<file path="config.mk">
export PLATFORM = sky130hd
export DESIGN_NAME = burst_loop_tester
export DESIGN_NICKNAME = d
export VERILOG_FILES = /design/src/rtl/lbt_pkg.sv /design/src/rtl/lbt_swap.sv /design/src/rtl/lbt_framer.sv /design/src/rtl/lbt_launcher.sv /design/src/rtl/lbt_watchdog.sv /design/src/rtl/burst_loop_tester.sv
export SDC_FILE = /design/constraint.sdc
export NUM_CORES = 1
export LEC_CHECK = 0
export BUFFER_PORTS_ARGS = -buffer_cell sky130_fd_sc_hd__buf_2
export CORE_MARGIN = 2
export CORE_UTILIZATION = 50
export DETAILED_ROUTE_END_ITERATION = 10
export PLACE_DENSITY = 0.88
export SLEW_MARGIN = 20
export SYNTH_ARGS = -nofsm -noshare
export SYNTH_HDL_FRONTEND = slang
export SYNTH_HIERARCHICAL = 1
export SYNTH_SLANG_ARGS = --single-unit
</file>
<file path="constraint.sdc">
create_clock -name clk -period 4.6 [get_ports clk]
set_clock_uncertainty 0.05 [all_clocks]
set_input_delay 0.92 -clock clk [delete_from_list [all_inputs] [get_ports clk]]
set_output_delay 0.92 -clock clk [all_outputs]
set_load 0.1 [all_outputs]
</file>
<file path="src/rtl/lbt_pkg.sv">
package lbt_pkg;
  typedef enum logic [1:0] {
    RT_LOCAL = 2'd0,
    RT_LOOP  = 2'd1,
    RT_SINK  = 2'd2
  } route_e;
endpackage

</file>
<file path="src/rtl/lbt_swap.sv">
module lbt_swap #(
  parameter int DW      = 36,
  parameter int PW      = 4,
  parameter int FLD_LSB = 0
) (
  input  logic [DW-1:0] word_i,
  input  logic [PW-1:0] src_i,
  output logic [DW-1:0] word_o,
  output logic [PW-1:0] dst_o
);
  localparam int FLD_END = FLD_LSB + PW;

  assign dst_o = word_i[FLD_LSB +: PW];

  for (genvar b = 0; b < DW; b++) begin : g_bit
    if (b >= FLD_LSB && b < FLD_END) begin : g_fld
      assign word_o[b] = src_i[b-FLD_LSB];
    end else begin : g_keep
      assign word_o[b] = word_i[b];
    end
  end
endmodule

</file>
<file path="src/rtl/lbt_framer.sv">
module lbt_framer
  import lbt_pkg::*;
#(
  parameter int PW = 4
) (
  input  logic          clk,
  input  logic          rst_n,
  input  logic          acc_i,
  input  logic          tail_i,
  input  route_e        route_now_i,
  input  logic [PW-1:0] dst_now_i,
  output logic          first_o,
  output route_e        route_cur_o,
  output logic [PW-1:0] dst_cur_o
);
  logic          first_q, first_d;
  route_e        route_q, route_d;
  logic [PW-1:0] dst_q, dst_d;

  always_comb begin
    first_d = first_q;
    route_d = route_q;
    dst_d   = dst_q;
    if (acc_i) first_d = tail_i;
    if (acc_i && first_q) begin
      route_d = route_now_i;
      dst_d   = dst_now_i;
    end
  end

  always_ff @(posedge clk or negedge rst_n) begin
    if (!rst_n) begin
      first_q <= 1'b1;
      route_q <= RT_LOCAL;
      dst_q   <= '0;
    end else begin
      first_q <= first_d;
      route_q <= route_d;
      dst_q   <= dst_d;
    end
  end

  assign first_o     = first_q;
  assign route_cur_o = first_q ? route_now_i : route_q;
  assign dst_cur_o   = first_q ? dst_now_i : dst_q;
endmodule

</file>
<file path="src/rtl/lbt_launcher.sv">
module lbt_launcher #(
  parameter int DW = 36,
  parameter int PW = 4,
  parameter int CW = 8
) (
  input  logic          clk,
  input  logic          rst_n,
  input  logic          start_i,
  input  logic          frame_idle_i,
  input  logic [PW-1:0] seed_dst_i,
  input  logic [DW-1:0] seed_word_i,
  input  logic [CW-1:0] iter_limit_i,
  input  logic          seed_gnt_i,
  input  logic          in_acc_i,
  input  logic          in_first_i,
  input  logic          in_tail_i,
  input  logic          sinking_i,
  input  logic [DW-1:0] in_data_i,
  input  logic [PW-1:0] in_src_i,
  input  logic          expire_i,
  output logic          start_acc_o,
  output logic          seed_pend_o,
  output logic [PW-1:0] seed_dst_o,
  output logic [DW-1:0] seed_word_o,
  output logic          running_o,
  output logic          final_now_o,
  output logic [CW-1:0] rounds_o,
  output logic          done_o,
  output logic [DW-1:0] held_word_o,
  output logic [PW-1:0] held_src_o
);
  localparam logic [CW:0] ONE = (CW+1)'(1);

  logic          run_q, run_d, pend_q, pend_d, done_q, done_d;
  logic [CW-1:0] cnt_q, cnt_d;
  logic [PW-1:0] sdst_q, sdst_d, hsrc_q, hsrc_d;
  logic [DW-1:0] sword_q, sword_d, hword_q, hword_d;
  logic          start_acc;

  assign start_acc   = start_i && !run_q && frame_idle_i;
  assign final_now_o = run_q && (({1'b0, cnt_q} + ONE) >= {1'b0, iter_limit_i});

  always_comb begin
    run_d   = run_q;
    pend_d  = pend_q;
    done_d  = done_q;
    cnt_d   = cnt_q;
    sdst_d  = sdst_q;
    sword_d = sword_q;
    hword_d = hword_q;
    hsrc_d  = hsrc_q;
    if (start_acc) begin
      run_d   = 1'b1;
      pend_d  = 1'b1;
      done_d  = 1'b0;
      cnt_d   = '0;
      sdst_d  = seed_dst_i;
      sword_d = seed_word_i;
    end else begin
      if (pend_q && seed_gnt_i) pend_d = 1'b0;
      if (in_acc_i && in_first_i && run_q) cnt_d = cnt_q + 1'b1;
      if (in_acc_i && in_first_i && sinking_i) begin
        hword_d = in_data_i;
        hsrc_d  = in_src_i;
      end
      if (in_acc_i && in_tail_i && sinking_i) begin
        done_d = 1'b1;
        run_d  = 1'b0;
      end else if (expire_i) begin
        run_d  = 1'b0;
        pend_d = 1'b0;
      end
    end
  end

  always_ff @(posedge clk or negedge rst_n) begin
    if (!rst_n) begin
      run_q   <= 1'b0;
      pend_q  <= 1'b0;
      done_q  <= 1'b0;
      cnt_q   <= '0;
      sdst_q  <= '0;
      sword_q <= '0;
      hword_q <= '0;
      hsrc_q  <= '0;
    end else begin
      run_q   <= run_d;
      pend_q  <= pend_d;
      done_q  <= done_d;
      cnt_q   <= cnt_d;
      sdst_q  <= sdst_d;
      sword_q <= sword_d;
      hword_q <= hword_d;
      hsrc_q  <= hsrc_d;
    end
  end

  assign start_acc_o = start_acc;
  assign seed_pend_o = pend_q;
  assign seed_dst_o  = sdst_q;
  assign seed_word_o = sword_q;
  assign running_o   = run_q;
  assign rounds_o    = cnt_q;
  assign done_o      = done_q;
  assign held_word_o = hword_q;
  assign held_src_o  = hsrc_q;


  round_step_chk: assert property (@(posedge clk) disable iff (!rst_n)
    !start_acc |=> (cnt_q == $past(cnt_q) || cnt_q == $past(cnt_q) + 1'b1));


  done_after_tail_chk: assert property (@(posedge clk) disable iff (!rst_n)
    $rose(done_q) |-> $past(in_acc_i && in_tail_i && sinking_i));
endmodule

</file>
<file path="src/rtl/lbt_watchdog.sv">
module lbt_watchdog #(
  parameter int TW = 16
) (
  input  logic          clk,
  input  logic          rst_n,
  input  logic          clear_i,
  input  logic          run_i,
  input  logic          acc_i,
  input  logic [TW-1:0] limit_i,
  output logic          expire_o,
  output logic          timeout_o
);
  localparam logic [TW:0] ONE = (TW+1)'(1);

  logic [TW-1:0] cnt_q, cnt_d;
  logic          to_q, to_d, expire;

  assign expire = run_i && !acc_i && !clear_i && (limit_i != '0)
                  && (({1'b0, cnt_q} + ONE) == {1'b0, limit_i});

  always_comb begin
    cnt_d = cnt_q;
    to_d  = to_q;
    if (clear_i) begin
      cnt_d = '0;
      to_d  = 1'b0;
    end else if (acc_i) begin
      cnt_d = '0;
    end else if (run_i && cnt_q != '1) begin
      cnt_d = cnt_q + 1'b1;
    end
    if (expire) to_d = 1'b1;
  end

  always_ff @(posedge clk or negedge rst_n) begin
    if (!rst_n) begin
      cnt_q <= '0;
      to_q  <= 1'b0;
    end else begin
      cnt_q <= cnt_d;
      to_q  <= to_d;
    end
  end

  assign expire_o  = expire;
  assign timeout_o = to_q;


  timeout_sticky_chk: assert property (@(posedge clk) disable iff (!rst_n)
    (to_q && !clear_i) |=> to_q);


  accept_wins_chk: assert property (@(posedge clk) disable iff (!rst_n)
    $rose(to_q) |-> !$past(acc_i));
endmodule

</file>
<file path="src/rtl/burst_loop_tester.sv">
module burst_loop_tester
  import lbt_pkg::*;
#(
  parameter int DW      = 36,
  parameter int PW      = 4,
  parameter int FLD_LSB = 0,
  parameter int CW      = 8,
  parameter int TW      = 16
) (
  input  logic          clk,
  input  logic          rst_n,
  input  logic          loop_en,
  input  logic          start,
  input  logic [PW-1:0] seed_dst,
  input  logic [DW-1:0] seed_word,
  input  logic [CW-1:0] iter_limit,
  input  logic [TW-1:0] wd_limit,
  input  logic          in_req,
  output logic          in_gnt,
  input  logic [DW-1:0] in_data,
  input  logic          in_tail,
  input  logic [PW-1:0] in_src,
  output logic          out_req,
  input  logic          out_gnt,
  output logic [DW-1:0] out_data,
  output logic          out_tail,
  output logic [PW-1:0] out_dst,
  output logic          loc_req,
  input  logic          loc_gnt,
  output logic [DW-1:0] loc_data,
  output logic          loc_tail,
  output logic [PW-1:0] loc_src,
  output logic          busy,
  output logic          done,
  output logic          timeout,
  output logic [CW-1:0] rounds,
  output logic [DW-1:0] held_word,
  output logic [PW-1:0] held_src
);
  logic [DW-1:0] swap_word, seed_word_q;
  logic [PW-1:0] swap_dst, dst_cur, seed_dst_q;
  logic          first, in_acc, start_acc, seed_pend, running, final_now, expire;
  route_e        route_now, route_cur;

  assign in_acc    = in_req && in_gnt;
  assign route_now = final_now ? RT_SINK : ((loop_en || running) ? RT_LOOP : RT_LOCAL);

  lbt_swap #(.DW(DW), .PW(PW), .FLD_LSB(FLD_LSB)) u_swap (
    .word_i(in_data), .src_i(in_src), .word_o(swap_word), .dst_o(swap_dst)
  );

  lbt_framer #(.PW(PW)) u_framer (
    .clk(clk), .rst_n(rst_n), .acc_i(in_acc), .tail_i(in_tail),
    .route_now_i(route_now), .dst_now_i(swap_dst),
    .first_o(first), .route_cur_o(route_cur), .dst_cur_o(dst_cur)
  );

  lbt_launcher #(.DW(DW), .PW(PW), .CW(CW)) u_launch (
    .clk(clk), .rst_n(rst_n), .start_i(start), .frame_idle_i(first),
    .seed_dst_i(seed_dst), .seed_word_i(seed_word), .iter_limit_i(iter_limit),
    .seed_gnt_i(out_gnt), .in_acc_i(in_acc), .in_first_i(first),
    .in_tail_i(in_tail), .sinking_i(route_cur == RT_SINK),
    .in_data_i(in_data), .in_src_i(in_src), .expire_i(expire),
    .start_acc_o(start_acc), .seed_pend_o(seed_pend),
    .seed_dst_o(seed_dst_q), .seed_word_o(seed_word_q),
    .running_o(running), .final_now_o(final_now), .rounds_o(rounds),
    .done_o(done), .held_word_o(held_word), .held_src_o(held_src)
  );

  lbt_watchdog #(.TW(TW)) u_wdog (
    .clk(clk), .rst_n(rst_n), .clear_i(start_acc), .run_i(running),
    .acc_i(in_acc), .limit_i(wd_limit), .expire_o(expire), .timeout_o(timeout)
  );

  always_comb begin
    out_req  = 1'b0;
    out_data = first ? swap_word : in_data;
    out_tail = in_tail;
    out_dst  = dst_cur;
    in_gnt   = 1'b0;
    loc_req  = 1'b0;
    if (seed_pend) begin
      out_req  = 1'b1;
      out_data = seed_word_q;
      out_tail = 1'b1;
      out_dst  = seed_dst_q;
    end else begin
      case (route_cur)
        RT_LOOP: begin
          out_req = in_req;
          in_gnt  = out_gnt;
        end
        RT_LOCAL: begin
          loc_req = in_req;
          in_gnt  = loc_gnt;
        end
        RT_SINK: in_gnt = 1'b1;
        default: in_gnt = 1'b0;
      endcase
    end
  end

  assign loc_data = in_data;
  assign loc_tail = in_tail;
  assign loc_src  = in_src;
  assign busy     = running;


  burst_dst_hold_chk: assert property (@(posedge clk) disable iff (!rst_n)
    (out_req && out_gnt && !out_tail && !seed_pend)
      |=> (!out_req || out_dst == $past(out_dst)));


  seed_blocks_ingress_chk: assert property (@(posedge clk) disable iff (!rst_n)
    $rose(seed_pend) |-> (rounds == '0 && !done && !timeout));
endmodule

</file>
======== Yosys cells after proc, flatten, opt, wreduce, memory -nomap -nowiden ========
Cells that the tools add are included.
word-level totals
  output and inout bits ................... 136
  flip-flop bits (word level) ............. 115
  input port bits ......................... 112
  word-level logic and storage cells ...... 80
operators by class
  order comparisons ....................... 1
  reduce and logical (&&, ||, !) cells .... 27
  equality and inequality tests ........... 4
  $add $sub $neg .......................... 4
  bitwise gates (word level) .............. 1
  mux-type cells .......................... 30
operators by type and width
  cell                                           number
  two-way mux 16 bit                             3
  two-way mux 36 bit                             1
  two-way mux 1 bit                              18
  adder 16 x 1 -> 17 bit, second input constant  1
  == test 17 x 16 -> 1 bit                       1
  adder 16 x 1 -> 16 bit, second input constant  1
  two-way mux 8 bit                              2
  inequality test 16 bit, second input constant  1
  nonzero test 16 bit                            1
  logical AND 1 bit                              15
  two-way mux 4 bit                              3
  adder 8 x 1 -> 9 bit, second input constant    1
  >= comparator 9 x 8 -> 1 bit                   1
  adder 8 x 1 -> 8 bit, second input constant    1
  nonzero test 2 bit                             3
  nonzero test 3 bit                             2
  two-way mux 2 bit                              2
  zero test 1 bit                                3
  case mux 1 bit (3 select lines)                1
  == test 2 x 1 -> 1 bit, second input constant  1
  == test 2 bit, second input constant           1
  zero test 2 bit                                1
  AND reduction 2 bit                            1
  logical OR 1 bit                               1
  inverter 1 bit                                 1

======== Longest topological paths before layout ========
  depth in word-level cells ............... 17
  depth in mapped cells ................... 23
  depth with buffers taken out ............ 22

======== Modules after synthesis ========
Netlist, hierarchy kept.
by module, submodules not included
  module             area an instance (um^2)  cells each  seq. area each (um^2)  instances
  lbt_launcher       3756.1                   338         2277.2                 1
  lbt_watchdog       1432.6                   165         425.4                  1
  burst_loop_tester  1229.9                   178         0.0                    1
  lbt_framer         367.9                    22          176.4                  1
  lbt_swap           300.3                    40          0.0                    1

======== Worst setup path after synthesis ========
OpenSTA, ideal clock, no wires.
  path kind ............................... flip-flop to output port
  start point ............................. register u_launch.cnt_q[0] (netlist: u_launch/rounds_o[0])
  end point ............................... output port loc_req
  data required time ...................... 3.630 ns
  path buffers ............................ 0
  arrival ................................. 5.066 ns
  path slack .............................. -1.436 ns
  cell stages (with the launch flop) ...... 13
  path through ............................ dfrtp_1 ha_1 and3_1 nand3_1 xnor2_1 ha_1 nand2_1 o21ai_0 a21oi_1 o2bb2ai_1 nor2_1 mux2_2 nor3_1
on the way
  word-level cells in the longest chain between the ends .. 8
ends and longest elaborated chain
  element                       line                     source
  from (decl)                   lbt_launcher.sv:35       logic [CW-1:0] cnt_q, cnt_d;
  from (signal assigned)        lbt_launcher.sv:90       cnt_q <= cnt_d;
  adder 8 x 1 -> 9 bit          lbt_launcher.sv:41       assign final_now_o = run_q && (({1'b0, cnt_q} + ONE) >= {1'b0, iter_limit_i});
  >= comparator 9 x 8 -> 1 bit  lbt_launcher.sv:41
  logical AND 1 bit             lbt_launcher.sv:41
  via final_now                 burst_loop_tester.sv:42  logic first, in_acc, start_acc, seed_pend, running, final_now, expire;
  two-way mux 2 bit             burst_loop_tester.sv:46  assign route_now = final_now ? RT_SINK : ((loop_en || running) ? RT_LOOP : RT_LOCAL);
  via route_now[0]              burst_loop_tester.sv:43  route_e route_now, route_cur;
  two-way mux 2 bit             lbt_framer.sv:44         assign route_cur_o = first_q ? route_now_i : route_q;
  via route_cur[0]              burst_loop_tester.sv:43
  zero test 2 bit               burst_loop_tester.sv:88  case (route_cur)
  two-way mux 1 bit             burst_loop_tester.sv:88
  two-way mux 1 bit             burst_loop_tester.sv:82  if (seed_pend) begin
  to (decl)                     burst_loop_tester.sv:28  output logic loc_req,
The timed path passes the listed nets, and every way through them passes these cells.

======== Worst setup path after layout ========
  start point ............................. register u_launch.cnt_q[0] (netlist: u_launch/rounds_o[0])
  end point ............................... output port in_gnt
on the way
  word-level cells in the longest chain between the ends .. 8
  elaborated cells on any way between the ends .. 10
  classes of those cells .................. 1 x add/sub; 1 x order compare; 2 x eq/ne; 4 x mux; 2 x reduce/logical
ends and longest elaborated chain
  element                                      line                     source
  adder 8 x 1 -> 9 bit *                       lbt_launcher.sv:41
  >= comparator 9 x 8 -> 1 bit *               lbt_launcher.sv:41
  logical AND 1 bit *                          lbt_launcher.sv:41
  via final_now                                burst_loop_tester.sv:42
  two-way mux 2 bit *                          burst_loop_tester.sv:46
  two-way mux 2 bit *                          lbt_framer.sv:44
  via route_cur[1]                             burst_loop_tester.sv:43
  == test 2 bit, or another cell as far along  burst_loop_tester.sv:88
  case mux 1 bit (3 select lines) *            burst_loop_tester.sv:88
  two-way mux 1 bit *                          burst_loop_tester.sv:82
  to (decl)                                    burst_loop_tester.sv:19  output logic in_gnt,
The timed path passes the listed nets; every way through them passes the cells marked *.

==> reports/results.tsv <==
metric	value	unit
status	finished clean	
fin util	0.6128	
Ant. Diodes	0	
Main synth FF type	dfrtp_1	
share of the synthesized area in the top cell type	0.4025	
DRT iter0 DRCs	288	
gpl congestion	0.9396	
post-synthesis area per instance	9.538	µm²
# DRC	0	
I/O pins	248	
Crit Path Class	reg2out	
async set or reset register ratio after synthesis	1.000	
final antenna-violating net count	0	
fmax	226.0	MHz
Worst path max stage delay	500	ps
critical-path cell list	ha_1 -> and3_2 -> nand3_2 -> xnor2_1 -> ha_1 -> a21oi_1 -> o21ai_0 -> a21oi_1 -> o2bb2ai_2 -> mux2_4 -> nand3b_1 -> buf_4 -> a21oi_4 -> buf_12	
crit path max fanout	7	
Seq pwr share	0.243	
post-route insts no fill	1096	
Psw	3220	µW
CP Capture Type	output pin	
die height	123.1	µm
Worst path slowest cell	dfrtp_4	
sw frac	0.5280	
post-synth top area cell	dfrtp_1	
first drt pass iteration count	5	
gr usage total	0.2232	
drt wl/cell	15.75	µm
Synth cell types	60	
sequential fraction of the synthesis area	0.4063	
Worst Hold Class	reg2reg	
Syn Inst Count	743	
critical path data arrival time	3460	ps
fin crit period	4425	ps
largest net degree at the start of global routing	63	
placed cell count	1063	
post-route clock period utilization	0.9621	
DP Wirelength	12400	µm
site row count	43	
H-Tree Level Count	4	
CP startpoint kind	flop	
vias in the first global route	5455	
CORE AREA	13880	µm²
Max transition margin	0.4742	
clk slew on worst S/H paths	50	ps
Initial Utilization	0.5105	
Final Hold Vio Count	0	
Leak	0.004528	µW
Max VDD drop	532.0	µV
Port Buffers	247	
proportion of power drawn by the clock network	0.227	
mapped cell area	7087	µm²
worst path required time	3630	ps
worst slew pin tran	788.7	ps
initial antenna violation count	0	
GR Overflow Total	0	
TritonCTS clock tree	done	
share of layout cells above drive strength 1	0.3745	
Post-Synthesis Net Count	865	
Final Setup Violations	0	
max_cap viols	0	
Post-synth EDFFs	0	
Logic pwr share	0.530	
full die area	15140	µm²
clock sinks	115	
yosys warns	6	
post-synthesis to final-layout area growth	20.02	%
CTS Buf Count	17	
number of vias per cell	5.265	
CTS Hold Bufs	0	
#FFs+latches synth	115	
CTS root buf	clkbuf_16	
final wirelength	17270	µm
CTS Buffer Depth	2	
Nets	1025	
Int Pwr	2878	µW
top cells by area, synth	dfrtp_1 (40%), nand2_1 (9.6%), buf_4 (8.7%)	
Worst-Skew Late Latency	410	ps
first-pass GRT wire length	26280	µm
Die X	123.1	µm
vias	5770	
max-slew violations	0	
Pwr Density	716.9	nW/µm²
Yosys cell counts (all sizes together) (3+ instances only):
master	number
nand2	183
clkbuf	18
nand3b	5
nand2b	5
buf	99
ha	10
nor4	9
o21ai	47
nand4	10
and3	4
nor2	27
xor2	18
or3	4
mux2	58
o31ai	4
nand3	9
xnor2	20
or2	3
inv	12
a22o	4
mux2i	36
a21oi	15
dfrtp	114
nor3	10
kinds of logic (layout without fill, tap and decap cells):
logic type               after synthesis  in the layout  share of synthesized area
AO/OA/AOI/OAI                         84             84                    0.07539
multiplexers                          94             94                     0.1483
XOR/XNOR                              38             38                    0.04696
buffers and inverters                129            302                     0.1273
AND/OR/NAND/NOR                      273            273                     0.1781
adder cells (fa/ha/maj)               10             10                    0.01766
flip-flops                           115            115                     0.4063
state kept, by name (all words and copies together), names as in the netlist, 2 cells and up:
name	cells
u_launch/held_word_o	36
u_launch/seed_word_o	36
u_wdog/cnt_q	16
u_launch/rounds_o	8
u_framer/dst_q	4
u_launch/held_src_o	4
u_launch/seed_dst_o	4
u_framer/route_q	2
placed cells by master (no fill, tap or decap), drive strengths merged, types with 2 or more instances in the layout:
cell type,instances
dfrtp,114
o21bai,2
nand2b,5
or3,4
a31oi,2
buf,258
o31ai,4
nor2,27
nand3,9
inv,12
o21ai,47
or2,3
nand4,10
nor3,10
xnor2,20
and2,2
mux2i,36
xor2,18
nand3b,5
and3,4
a22o,4
bufinv,4
nor4,9
ha,10
clkbuf,19
mux2,58
a21oi,15
clkinv,6
nand2,183
clkinvlp,3
what timing repair did:
action                     CTS  global route
buffers inserted             0             1
pin swaps                    0             2
resized for setup            2            10
setup endpoints to repair    1             5
worst paths after layout:
check                                        from                  endpoint  slack, ps  cells after the start
max                          u_launch/rounds_o[0]                    in_gnt        170                     14
min                        u_launch/seed_dst_o[3]    u_launch/seed_dst_o[3]        420                      2
max reg2reg                  u_launch/rounds_o[0]      u_launch/seed_pend_o        280                     22
min reg2reg                u_launch/seed_dst_o[3]    u_launch/seed_dst_o[3]        420                      2
max in group asynchronous                   rst_n  u_launch/seed_word_o[25]       3200                      2
min in group asynchronous                   rst_n   u_launch/seed_word_o[6]        510                      1
metal layers:
layer	wire length, µm	track usage	up-vias
li1	-	-	2754
met5	0	0	-
met3	1114	0.05581	23
met4	283	0.07031	0
met2	8729	0.3912	239
met1	7140	0.2695	2754
layout make-up:
class,count,area [µm²]
Clock inverter,13,183.9
Timing Repair Buffer,258,1349
Multi-Input combinational cell,499,3367
Inverter,12,45.04
Sequential cell,115,2893
Tap cell,180,225.2
Clock buffer,19,442.9
Fill cell,1162,5375
through the flow:
step / power [µW] / area, µm² / hold WS (ps) / setup TNS (ps) / setup WS (ps)
floorplan: 4260 / 7126 / 395.5 / 0 / 15.63
global route: 6360 / 8506 / 440.7 / -16.54 / -16.54
global placement: 4644 / 7821 / 407.1 / 0 / 386.9
finish: 6098 / 8506 / 421.8 / 0 / 174.5
CTS: 6107 / 8454 / 425.4 / 0 / 45.51
detailed placement: 4695 / 7821 / 412.3 / 0 / 145.6
power groups by stage:
| stage | combinational (µW) | sequential [µW] | clock [µW] |
|---|---|---|---|
| floorplan | 2590 | 1670 | 0 |
| global placement | 3170 | 1480 | 0 |
| detailed placement | 3210 | 1490 | 0 |
| CTS | 3220 | 1480 | 1410 |
| global route | 3390 | 1520 | 1460 |
| finish | 3230 | 1480 | 1380 |
worst max-delay path, delay by kind of cell, from the launching register on:
family,cells,cell delay (ps)
compound gates,5,660
xor+xnor,1,120
fa+ha+maj,2,510
buf+inv,2,360
flops,1,500
mux,1,310
simple gates,3,570
Power figures use the tool's default switching activity.
